### src/rtl/ir_carrier_gen.sv
module ir_carrier_gen #(
  parameter int CW = 8
) (
  input  logic          clk,
  input  logic          rst_n,
  input  logic          tick_en,
  input  logic          ir_sel,
  input  logic          car_on,
  input  logic [CW-1:0] period_val,
  input  logic [CW-1:0] duty_val,
  input  logic          gpio_q,
  output logic          pin
);

  logic [CW-1:0] cnt, per_q, duty_q;
  logic          run, wrap, wave;

  assign run  = ir_sel & car_on;
  assign wrap = ({1'b0, cnt} + 1'b1) >= {1'b0, per_q};
  assign wave = cnt < duty_q;

  always_ff @(posedge clk or negedge rst_n) begin
    if (!rst_n) begin
      cnt    <= '0;
      per_q  <= '0;
      duty_q <= '0;
    end else if (!run) begin
      cnt    <= '0;
      per_q  <= period_val;
      duty_q <= duty_val;
    end else if (tick_en) begin
      if (wrap) begin
        cnt    <= '0;
        per_q  <= period_val;
        duty_q <= duty_val;
      end else begin
        cnt <= cnt + 1'b1;
      end
    end
  end

  assign pin = ir_sel ? (car_on ? wave : 1'b1) : gpio_q;

endmodule


### config.mk
export PLATFORM = sky130hd
export DESIGN_NAME = ir_carrier_gen
export DESIGN_NICKNAME = d
export VERILOG_FILES = /design/src/rtl/ir_carrier_gen.sv
export SDC_FILE = /design/constraint.sdc
export NUM_CORES = 1
export LEC_CHECK = 0
export ABC_CLOCK_PERIOD_IN_PS = 4400
export BUFFER_PORTS_ARGS = -buffer_cell sky130_fd_sc_hd__buf_2
export CORE_MARGIN = 2
export CORE_UTILIZATION = 25
export CTS_BUF_LIST = sky130_fd_sc_hd__clkbuf_16
export DETAILED_ROUTE_END_ITERATION = 12
export GPL_TIMING_DRIVEN = 0
export SLEW_MARGIN = 20
export SYNTH_ARGS = -nofsm -noshare
export SYNTH_HDL_FRONTEND = slang
export SYNTH_SLANG_ARGS = --single-unit
### constraint.sdc
create_clock -name clk -period 4.4 [get_ports clk]
set_clock_uncertainty 0.05 [all_clocks]
set_input_delay 0.88 -clock clk [delete_from_list [all_inputs] [get_ports clk]]
set_output_delay 0.88 -clock clk [all_outputs]
set_load 0.1 [all_outputs]
==> results by group <==
Setup path
  – Worst Path Max Fanout: 10
  – Crit-path cells: ha_1 -> nand3_2 -> nor2_4 -> xor2_1 -> ha_1 -> a211oi_1 -> o21ai_0 -> a41oi_1 -> o21ai_2 -> o21a_1 -> buf_6 -> buf_12 -> mux2_4
  – WP buf/inv: 2
  – Delay-heaviest family, CP: compound AO/OA/AOI/OAI gates
  – Setup slack, reg-to-reg: 1.31 ns
  – Required time worst endpoint: 4.49 ns
  – Crit path DAT: 3.18 ns
  – Critical path type: reg -> reg
  – Most used cell, CP: ha_1
  – Startpoint types: flip-flop
  – Slowest-stage cell, CP: dfrtp_1
  – Setup crit end kind: flip-flop
  – Crit path largest cell delay: 0.43 ns

Floorplanning
  – Num ports: 23
  – Core Region: 5851 um2
  – DIE HEIGHT: 81.50 um
  – Die width: 81.50 um
  – Die footprint: 6641 um2
  – Starting density of the core: 25.66%
  – Rows: 28

Clocking
  – H-tree levels: 1
  – CTS Buf Count: 3
  – Clk root buf: clkbuf_16
  – CTS Buffer Depth: 2
  – Clk_lat worst skew: 0.26 ns
  – CTS Hold Buffers Added: 0
  – Clk slew on worst S/H paths: 0.06 ns
  – CTS sink count: 24
  – Post-CTS Setup Bufs: 0
  – TritonCTS clock tree: done
  – # resized after CTS: 0

STA
  – Final setup viols: 0
  – Final Slew Violations: 0
  – RSZ-0062 raised after global routing: false
  – Relative slew slack: 56.15%
  – Sum Neg Setup Slack: 0 ns
  – Fin crit period: 3.089 ns
  – Period utilization: 70.20%
  – Final hold viol count: 0
  – Max Fclk: 323.7 MHz
  – Worst-Margin Slew: 0.6553 ns

GRT
  – First-pass GRT wire length: 5050 um
  – Vias in the first global route: 1027
  – Pin count of the biggest net entering global routing: 25
  – Initial antenna violation count: 0
  – Overflow after GRT: 0
  – Total track usage: 10.24%

Placed design
  – IO buf count: 21
  – Hpwl dp: 2247 um
  – Routability cong.: 0.7887

Power
  – Flop pwr share: 46.3%
  – Cell-internal power: 407.3 uW
  – VDD IR max: 165.9 uV
  – Combinational Power Share: 17.0%
  – Leakage: 0.0008972 uW
  – Pwr Density: 301.1 nW/um2
  – Pwr Total: 535.8 uW
  – Psw: 128.4 uW
  – Net Sw Frac: 23.97%
  – Clk pwr share: 36.7%

Detailed routing
  – Drc violations: 0
  – DR pass1 iterations: 4
  – Antenna Nets Post-Route: 0
  – Vias per cell: 4.361
  – Via count: 1038
  – Routed WL: 2954 um
  – WL per Instance: 12.41 um
  – DRT iter0 DRCs: 48

Synthesis
  – Mapped Nets: 176
  – Syn Area/Cell: 10.88 um2
  – Gate Count Post-Synth: 138
  – Post-synthesis cell area: 1501 um2
  – FF+latch count, synth: 24
  – Synth Warn #: 0
  – Post-synthesis sequential area ratio: 40.00%
  – Netlist cell types: 31

Flow run
  – Number of max-cap violations: 0

Finish
  – Layout area overhead: 18.50%
  – Most common cell after layout, fill and taps aside: dfrtp_1
  – Antenna cells: 0
  – Share of layout cells above drive strength 1: 29.45%
  – Most frequent cells in the layout: 24 x dfrtp_1, 21 x buf_2, 16 x ha_1
  – Nets@finish: 202

Min path
  – Worst hold path class: reg -> reg

Outcome
  – Outcome: finished clean
[logic make-up (layout without fill, tap and decap cells)]
group	count (synthesis)	after routing	share of synthesized area, %
compound gates	33	33	14.17
xor+xnor	6	6	3.501
fa+ha+maj	16	16	13.33
buf+inv	19	44	6.333
flops	24	24	40.00
mux	16	16	14.50
simple gates	24	24	8.167
[routing by layer]
| layer | up-vias | GRT usage [%] | part of all wire, % |
|---|---|---|---|
| met1 | 485 | 14.54 | 51 |
| met2 | 18 | 15.25 | 44 |
| met4 | 0 | 3.051 | 1.1 |
| met5 | - | 0 | 0 |
| met3 | 4 | 2.637 | 3.4 |
| li1 | 531 | - | - |
[power by group through the flow]
stage	combinational (uW)	sequential, uW	clock [uW]
final	91.2	248	197
after global routing	105	251	216
after CTS	93.4	248	206
after detailed placement	92.4	252	0
after global placement	90.4	252	0
after floorplan	66.6	249	0
[path summary, 6_finish.rpt]
kind | from | endpoint | depth (start not counted)
worst max register to register | cnt[0]$_DFFE_PN0P_ | duty_q[5]$_DFFE_PN0P_ | 13
worst min register to register | per_q[6]$_DFFE_PN0P_ | per_q[6]$_DFFE_PN0P_ | 1
worst max-delay path | cnt[0]$_DFFE_PN0P_ | duty_q[5]$_DFFE_PN0P_ | 13
worst min-delay path | per_q[6]$_DFFE_PN0P_ | per_q[6]$_DFFE_PN0P_ | 1
max in group asynchronous | rst_n | duty_q[3]$_DFFE_PN0P_ | 1
min in group asynchronous | rst_n | duty_q[7]$_DFFE_PN0P_ | 1
[area by class of cell]
class                      count  area (um2)
sequential                    24       600.6
clock inverter                 1       3.754
multi-input combinational     95       805.8
buffer                         4       38.79
clock buffer                   3       75.07
inverter                      15       56.30
fill                         609        4071
timing repair buffer          21       105.1
tap                           75       93.84
[sequential cells by signal (all words and copies together) (netlist names)]
name,flops
duty_q,8
cnt,8
per_q,8
[cell usage after synthesis]
cell type	number	share of area, %
nor2_1	5	1.3
a211oi_1	2	1.0
mux2_4	10	10
nand3_2	1	0.67
mux2_2	6	4.5
nor2_4	1	0.75
o22ai_1	2	0.83
nand2_1	9	2.2
xor2_1	3	1.8
xnor2_1	3	1.8
a2111oi_0	1	0.58
dfrtp_1	24	40
nand2_2	1	0.42
inv_1	15	3.7
nor4b_1	1	0.58
o21ai_2	1	0.58
clkbuf_1	2	0.50
a21oi_1	4	1.3
a21o_2	1	0.58
nor2b_1	1	0.42
ha_1	16	13
nor3_1	1	0.33
a21o_1	3	1.5
buf_12	1	1.3
o21a_1	3	1.5
nand3_1	2	0.67
o21ai_0	14	4.7
nand2b_1	2	0.83
a41oi_1	1	0.58
buf_6	1	0.75
a311oi_2	1	1.0
[per-stage QoR]
stage	util, %	hold WS, ns	setup WS, ns	instances	cell area [um2]
after floorplan	-	0.4306	0.9023	138	1501
after global placement	29.06	0.4425	1.342	234	1700
after detailed placement	29.06	0.4446	1.333	234	1700
after CTS	30.41	0.4650	1.301	238	1779
after global routing	30.41	0.4866	1.031	238	1779
final	30.41	0.4609	1.311	238	1779
(Power assumes the default switching activity.)
